`config.mk`:
```
export PLATFORM = sky130hd
export DESIGN_NAME = dpot_spi_frontend
export DESIGN_NICKNAME = d
export VERILOG_FILES = /design/src/rtl/dpot_fe_pkg.sv /design/src/rtl/dpot_fe_sync.sv /design/src/rtl/dpot_fe_decode.sv /design/src/rtl/dpot_fe_tx.sv /design/src/rtl/dpot_spi_frontend.sv
export SDC_FILE = /design/constraint.sdc
export NUM_CORES = 1
export LEC_CHECK = 0
export BUFFER_PORTS_ARGS = -buffer_cell sky130_fd_sc_hd__buf_2
export CORE_MARGIN = 2
export CORE_UTILIZATION = 62
export CTS_BUF_LIST = sky130_fd_sc_hd__clkbuf_4
export DETAILED_ROUTE_END_ITERATION = 10
export GPL_TIMING_DRIVEN = 0
export PLACE_DENSITY = 0.93
export SYNTH_ARGS = -nofsm -noshare
export SYNTH_HDL_FRONTEND = slang
export SYNTH_SLANG_ARGS = --single-unit
export TNS_END_PERCENT = 5
```
`constraint.sdc`:
```
create_clock -name clk -period 4.8 [get_ports clk]
set_input_delay 0.48 -clock clk [delete_from_list [all_inputs] [get_ports clk]]
set_output_delay 0.48 -clock clk [all_outputs]
set_load 0.02 [all_outputs]
```
`src/rtl/dpot_fe_pkg.sv`:
```
package dpot_fe_pkg;
  localparam int BYTE_W = 8;
  localparam int OP_W   = 4;
  localparam int SEL_W  = 2;

  typedef enum logic [2:0] {
    CLS_NONE,
    CLS_XFER,
    CLS_WRITE,
    CLS_READ,
    CLS_STATUS,
    CLS_STEP
  } cmd_cls_e;

  function automatic cmd_cls_e classify(input logic [BYTE_W-1:0] ins);
    cmd_cls_e c;
    case (ins[7:4])
      4'b1101, 4'b1110, 4'b0001, 4'b1000: c = CLS_XFER;
      4'b1010, 4'b1100:                   c = CLS_WRITE;
      4'b1001, 4'b1011:                   c = CLS_READ;
      4'b0010:                            c = CLS_STEP;
      4'b0101: c = (ins[3:0] == 4'b0001) ? CLS_STATUS : CLS_NONE;
      default:                            c = CLS_NONE;
    endcase
    return c;
  endfunction
endpackage

```
`src/rtl/dpot_fe_sync.sv`:
```
module dpot_fe_sync #(
  parameter int          W       = 4,
  parameter int          STAGES  = 2,
  parameter logic [W-1:0] RST_VAL = '0
) (
  input  logic         clk,
  input  logic         rst_n,
  input  logic [W-1:0] d,
  output logic [W-1:0] q
);
  logic [STAGES-1:0][W-1:0] stg;

  always_ff @(posedge clk or negedge rst_n) begin
    if (!rst_n) begin
      for (int s = 0; s < STAGES; s++) stg[s] <= RST_VAL;
    end else begin
      stg[0] <= d;
      for (int s = 1; s < STAGES; s++) stg[s] <= stg[s-1];
    end
  end

  assign q = stg[STAGES-1];
endmodule

```
`src/rtl/dpot_fe_decode.sv`:
```
module dpot_fe_decode
  import dpot_fe_pkg::*;
#(
  parameter logic [3:0] DEV_TYPE = 4'b0101
) (
  input  logic              clk,
  input  logic              rst_n,
  input  logic              sck_s,
  input  logic              si_s,
  input  logic              cs_n_s,
  input  logic              hold_n_s,
  input  logic [SEL_W-1:0]  dev_addr,
  input  logic              wip,
  output logic              req_valid,
  input  logic              req_ready,
  output logic [OP_W-1:0]   req_op,
  output logic [SEL_W-1:0]  req_reg,
  output logic [SEL_W-1:0]  req_pot,
  output logic [BYTE_W-1:0] req_data,
  output logic              req_dir,
  output logic              tx_arm,
  output logic              tx_fall,
  output logic              paused,
  output logic              stat_load,
  output logic [BYTE_W-1:0] stat_byte
);
  localparam int CNT_W = $clog2(3*BYTE_W + 2);
  localparam logic [CNT_W-1:0] C_MAX      = '1;
  localparam logic [CNT_W-1:0] C_ID_LAST  = CNT_W'(BYTE_W - 1);
  localparam logic [CNT_W-1:0] C_INS_LAST = CNT_W'(2*BYTE_W - 1);
  localparam logic [CNT_W-1:0] C_INS_DONE = CNT_W'(2*BYTE_W);
  localparam logic [CNT_W-1:0] C_DAT_LAST = CNT_W'(3*BYTE_W - 1);
  localparam logic [CNT_W-1:0] C_DAT_DONE = CNT_W'(3*BYTE_W);

  logic              sck_d, cs_d, alive, hold_act;
  logic [CNT_W-1:0]  bitcnt;
  logic [BYTE_W-1:0] shreg, instr, wdata, nxt;
  cmd_cls_e          cls, nxt_cls;
  logic sck_rise, sck_fall, cs_fall, cs_rise, bit_in, id_ok;
  logic              iss, iss_dir;
  logic [BYTE_W-1:0] iss_ins, iss_data;

  assign sck_rise = sck_s & ~sck_d;
  assign sck_fall = ~sck_s & sck_d;
  assign cs_fall  = cs_d & ~cs_n_s;
  assign cs_rise  = ~cs_d & cs_n_s;
  assign bit_in   = sck_rise & alive & ~cs_n_s & ~hold_act;
  assign nxt      = {shreg[BYTE_W-2:0], si_s};
  assign nxt_cls  = classify(nxt);
  assign id_ok    = (nxt[7:4] == DEV_TYPE) && (nxt[3:2] == dev_addr) && (nxt[1:0] == 2'b00);

  always_comb begin
    iss      = 1'b0;
    iss_ins  = instr;
    iss_data = '0;
    iss_dir  = 1'b0;
    if (cs_rise && alive &&
        ((cls == CLS_XFER && bitcnt == C_INS_DONE) ||
         (cls == CLS_WRITE && bitcnt == C_DAT_DONE))) begin
      iss      = 1'b1;
      iss_data = (cls == CLS_WRITE) ? wdata : '0;
    end else if (bit_in && bitcnt == C_INS_LAST && nxt_cls == CLS_READ) begin
      iss     = 1'b1;
      iss_ins = nxt;
    end else if (bit_in && cls == CLS_STEP && bitcnt >= C_INS_DONE) begin
      iss     = 1'b1;
      iss_dir = si_s;
    end
  end

  assign stat_load = bit_in && (bitcnt == C_INS_LAST) && (nxt_cls == CLS_STATUS);
  assign stat_byte = {{(BYTE_W-1){1'b0}}, wip};
  assign tx_arm    = alive & ~cs_n_s & ((cls == CLS_READ) || (cls == CLS_STATUS)) &
                     (bitcnt >= C_INS_DONE);
  assign tx_fall   = sck_fall & alive & ~cs_n_s & ~hold_act;
  assign paused    = hold_act;

  always_ff @(posedge clk or negedge rst_n) begin
    if (!rst_n) begin
      sck_d <= 1'b0; cs_d <= 1'b0; alive <= 1'b0; hold_act <= 1'b0;
      bitcnt <= '0; shreg <= '0; instr <= '0; wdata <= '0; cls <= CLS_NONE;
      req_valid <= 1'b0; req_op <= '0; req_reg <= '0; req_pot <= '0;
      req_data <= '0; req_dir <= 1'b0;
    end else begin
      sck_d <= sck_s;
      cs_d  <= cs_n_s;
      if (!sck_s) hold_act <= ~hold_n_s;

      if (cs_fall) begin
        alive  <= 1'b1;
        bitcnt <= '0;
        cls    <= CLS_NONE;
      end else if (cs_rise) begin
        alive <= 1'b0;
      end else if (bit_in) begin
        shreg <= nxt;
        if (bitcnt != C_MAX) bitcnt <= bitcnt + 1'b1;
        if (bitcnt == C_ID_LAST && !id_ok) alive <= 1'b0;
        if (bitcnt == C_INS_LAST) begin
          instr <= nxt;
          cls   <= nxt_cls;
          if (nxt_cls == CLS_NONE) alive <= 1'b0;
        end
        if (bitcnt == C_DAT_LAST) wdata <= nxt;
      end

      if (req_valid && req_ready) req_valid <= 1'b0;
      if (iss && (!req_valid || req_ready)) begin
        req_valid <= 1'b1;
        req_op    <= iss_ins[7:4];
        req_reg   <= iss_ins[3:2];
        req_pot   <= iss_ins[1:0];
        req_data  <= iss_data;
        req_dir   <= iss_dir;
      end
    end
  end

  AST_REQ_HELD: assert property (@(posedge clk) disable iff (!rst_n)
    req_valid && !req_ready |=> req_valid &&
    $stable({req_op, req_reg, req_pot, req_data, req_dir}));

  AST_CS_ENDS_FRAME: assert property (@(posedge clk) disable iff (!rst_n)
    cs_n_s |=> !alive);

  AST_HOLD_FREEZES: assert property (@(posedge clk) disable iff (!rst_n)
    hold_act && !cs_n_s && !cs_d |=> $stable(bitcnt));
endmodule

```
`src/rtl/dpot_fe_tx.sv`:
```
module dpot_fe_tx
  import dpot_fe_pkg::*;
(
  input  logic              clk,
  input  logic              rst_n,
  input  logic              tx_arm,
  input  logic              tx_fall,
  input  logic              paused,
  input  logic              stat_load,
  input  logic [BYTE_W-1:0] stat_byte,
  input  logic              rsp_valid,
  input  logic [BYTE_W-1:0] rsp_data,
  output logic              so_data,
  output logic              so_oe
);
  logic [BYTE_W-1:0] obuf;
  logic              so_q, oe_q;

  always_ff @(posedge clk or negedge rst_n) begin
    if (!rst_n) begin
      obuf <= '0; so_q <= 1'b0; oe_q <= 1'b0;
    end else begin
      if (tx_arm && tx_fall) begin
        so_q <= obuf[BYTE_W-1];
        obuf <= {obuf[BYTE_W-2:0], 1'b0};
        oe_q <= 1'b1;
      end else if (stat_load) begin
        obuf <= stat_byte;
      end else if (rsp_valid) begin
        obuf <= rsp_data;
      end
      if (!tx_arm) oe_q <= 1'b0;
    end
  end

  assign so_oe   = oe_q & tx_arm & ~paused;
  assign so_data = so_q;

  AST_OE_AFTER_FALL: assert property (@(posedge clk) disable iff (!rst_n)
    $rose(oe_q) |-> $past(tx_fall));
endmodule

```
`src/rtl/dpot_spi_frontend.sv`:
```
module dpot_spi_frontend
  import dpot_fe_pkg::*;
#(
  parameter logic [3:0] DEV_TYPE    = 4'b0101,
  parameter int         SYNC_STAGES = 2
) (
  input  logic              clk,
  input  logic              rst_n,
  input  logic              spi_sck,
  input  logic              spi_si,
  input  logic              spi_cs_n,
  input  logic              spi_hold_n,
  input  logic [SEL_W-1:0]  dev_addr,
  input  logic              wip,
  output logic              so_data,
  output logic              so_oe,
  output logic              req_valid,
  input  logic              req_ready,
  output logic [OP_W-1:0]   req_op,
  output logic [SEL_W-1:0]  req_reg,
  output logic [SEL_W-1:0]  req_pot,
  output logic [BYTE_W-1:0] req_data,
  output logic              req_dir,
  input  logic              rsp_valid,
  input  logic [BYTE_W-1:0] rsp_data
);
  localparam int PIN_W = 4;

  logic [PIN_W-1:0]  pins_s;
  logic              sck_s, si_s, cs_n_s, hold_n_s;
  logic              tx_arm, tx_fall, paused, stat_load;
  logic [BYTE_W-1:0] stat_byte;

  dpot_fe_sync #(.W(PIN_W), .STAGES(SYNC_STAGES), .RST_VAL(4'b1000)) u_sync (
    .clk(clk), .rst_n(rst_n),
    .d({spi_hold_n, spi_cs_n, spi_si, spi_sck}),
    .q(pins_s)
  );
  assign {hold_n_s, cs_n_s, si_s, sck_s} = pins_s;

  dpot_fe_decode #(.DEV_TYPE(DEV_TYPE)) u_dec (
    .clk(clk), .rst_n(rst_n), .sck_s(sck_s), .si_s(si_s), .cs_n_s(cs_n_s),
    .hold_n_s(hold_n_s), .dev_addr(dev_addr), .wip(wip),
    .req_valid(req_valid), .req_ready(req_ready), .req_op(req_op),
    .req_reg(req_reg), .req_pot(req_pot), .req_data(req_data), .req_dir(req_dir),
    .tx_arm(tx_arm), .tx_fall(tx_fall), .paused(paused),
    .stat_load(stat_load), .stat_byte(stat_byte)
  );

  dpot_fe_tx u_tx (
    .clk(clk), .rst_n(rst_n), .tx_arm(tx_arm), .tx_fall(tx_fall), .paused(paused),
    .stat_load(stat_load), .stat_byte(stat_byte), .rsp_valid(rsp_valid),
    .rsp_data(rsp_data), .so_data(so_data), .so_oe(so_oe)
  );

  AST_SO_OFF_CS: assert property (@(posedge clk) disable iff (!rst_n)
    cs_n_s |-> !so_oe);
endmodule

```
==> results.md <==
- GP Congestion: 0.910
- DR vias: 2225
- Initial antenna violation count: 0
- # IOs: 39
- Filler Cells Inserted: 364
- Antenna cells: 0
- Clk buf depth: 2
- Cells after DPL: 387
- Clock skew: 11.7 ps
- Core footprint: 5040 sq um
- Cts hold-fix bufs: 0
- Cts bufs inserted: 9
- Synth unique cells: 47
- Final Max Tran Viols: 0
- Initial Utilization: 63.7%
- Ys flop type: dfrtp_1
- CP startpoint kind: flop
- Worst slew margin: 22.7%
- Worst vdd ir: 189 uV
- Gr usage total: between 20% and 30%
- Finished Core Util: 72.3%
- Die area: 5770 sq um
- F_max: 425 MHz
- Layout Nets: 354
- Area Overhead vs Synth: 13.6%
- H-tree depth: 3
- Post-synth ARST share: 100%
- CTS tree: yes
- Post-CTS resize count: 0
- Cell accounting for the most synthesized area: dfrtp_1
- Hold Fails Final Rpt: 0
- Design Area, Final: 3650 sq um
- Post-Syn Area: approximately 3200 sq um
- Root Buffer: clkbuf_4
- Worst path required time: 5140 ps
- First drt pass iteration count: 4
- Post-CTS Setup Repair Bufs: 0
- Pleak: ~0.0018 uW
- Sequential share of the synthesized area: 55.4%
- PortBufs: 37
- Layout cells sized above 1: 25.8%
- Total Wirelength: 5960 microns
- Synth Instances: 280
- Row count: 26
- Syn Area/Cell: approximately 11 sq um
- Worst slew pin tran: 1150 ps
- Post-DP Area: 3490 sq um
- DP HPWL: 4230 microns
- Final Instance Count excl. Fillers: 403
- Routed Antenna Nets: 0
- Hold WS: 162 ps
- Setup tns final: 0 ps
- Final setup viols: 0
- Largest net degree at the start of global routing: 72
- Yosys warning total: 0
- Number of DRC markers in iteration 0: about 140
- Wire length of the first global-routing pass: 10600 microns
- Period utilization: 49.0%
- Avg Vias per Cell: ~5.5
- Clk sinks: slightly above 70
- Min-delay worst type: in2async
- Largest cells by area after synthesis: dfrtp_1 54%, mux2_2 5.6%, nand2_1 4.6%
- Routed len/inst: ~15 microns
- Vias in the first global route: 2186
- RSZ-0062 raised after global routing: false
- Power Density: ~320 nW/um^2
- Synthesized flop and latch total: 71
- Final min period: 2350 ps
- GRT overflow: 0
- Die Wd: about 76 microns
- DIE HEIGHT: 76.0 microns
- Top cell type's share of synthesized area: a little over half
- Nature of the critical path endpoint: flop
- Maxcap violations: 0
- EDFF count, synth: 0
- Syn Nets: 306
- CP arrival: 2690 ps
- DRC: 0
- Worst-Skew Late Latency: 410 ps
- Worst Path Max Fanout: 10
- WS Path Type: reg2reg
- Clock transition at the registers of the reported paths: between 100 and 150 ps
- Status: finished clean
## layout make-up
cell class | instances | area (sq um) | area share [%]
plain buffers | 9 | 42.5 | 1.17
clock buffers | 12 | 90.1 | 2.47
clock inverters | 4 | 70.1 | 1.92
inverters | 10 | 37.5 | 1.03
multi-input cells | 190 | 1350 | 37.1
flip-flops and latches | 71 | 1780 | 48.8
well taps | 70 | 87.6 | 2.40
repair buffers | 37 | 188 | 5.15
## where the power goes
part | switching (uW) | total, uW | internal (uW)
Combinational | 46.0 | 84.5 | 38.5
Clock | 196 | 423 | 228
Sequential | 39.2 | 668 | 628
## cells by family (layout without fill, tap and decap cells)
logic type / Yosys count / in the layout / synth area share [%]
compound gates: 47 / 47 / 9.39
flops: 71 / 71 / 55.4
xor+xnor: 3 / 3 / 0.818
buf+inv: 19 / 72 / 2.49
mux: 38 / 38 / 13.7
fa+ha+maj: 7 / 7 / 2.73
simple gates: 95 / 95 / 15.5
## Yosys cell counts (5+ instances only)
| library cell | n |
|---|---|
| mux2i_1 | 14 |
| clkbuf_1 | 6 |
| nor3b_1 | 5 |
| o21ai_0 | 29 |
| nand3_1 | 8 |
| mux2_4 | 8 |
| ha_1 | 7 |
| nand2_1 | 39 |
| nor2_1 | 11 |
| dfrtp_1 | 69 |
| inv_1 | 10 |
| nor2b_1 | 6 |
| mux2_2 | 16 |
| nand2b_1 | 5 |
## through the flow
step | setup slack [ps] | total power (uW)
3_3_place_gp | 2610 | 755
3_5_place_dp | 2530 | 763
4_1_cts | 2480 | 1180
5_1_grt | 2310 | 1240
2_1_floorplan | 2720 | 722
6_report | 2450 | 1180
## critical path, cell delays in order (launching register included)
cell and delay [ps]:
dfrtp_1 450, ha_1 250, and3_1 170, ha_1 210, nor3_1 210, o21bai_1 240
or4b_2 670, nand2_1 80
## layer usage
metal	share of wire (%)	vias to the layer above	track usage, %
met2	49	63	37.6
met5	0	-	0
li1	-	1091	-
met3	4.2	7	5.92
met1	45	1064	31.5
met4	1.7	0	6.55
## placed cells by master (no fill, tap or decap), drive strengths merged, types with 2 or more instances in the layout
cell	synthesis	layout
a21o	2	2
o21ai	29	29
inv	10	10
nand4	2	2
a32oi	3	3
mux2	24	24
and3	2	2
nor2b	6	6
or3b	2	2
dfrtp	69	69
and3b	3	3
nand2	40	40
nor2	12	12
ha	7	7
dfstp	2	2
nand2b	5	5
nand3	8	8
clkbuf	6	18
mux2i	14	14
bufinv	0	2
buf	3	40
nor4	2	2
nor3b	5	5
xnor2	3	3
nor3	3	3
clkinv	0	2
a2bb2oi	2	2
## path summary, 6_finish.rpt
kind | start | to | slack, ps | cells past startpoint
min | rst_n | u_dec.req_data[5]$_DFFE_PN0P_ | 160 | 1
max reg2reg | u_dec.bitcnt[0]$_DFFE_PN0P_ | u_dec.bitcnt[2]$_DFFE_PN0P_ | 2450 | 7
max | u_dec.bitcnt[0]$_DFFE_PN0P_ | u_dec.bitcnt[2]$_DFFE_PN0P_ | 2450 | 7
min in group clk | spi_hold_n | u_sync.stg[3]$_DFF_PN1_ | 160 | 1
max in group asynchronous | rst_n | u_dec.bitcnt[2]$_DFFE_PN0P_ | 4060 | 1
min reg2reg | u_sync.stg[0]$_DFF_PN0_ | u_sync.q[0]$_DFF_PN0_ | 360 | 0
(Power assumes the default switching activity.)
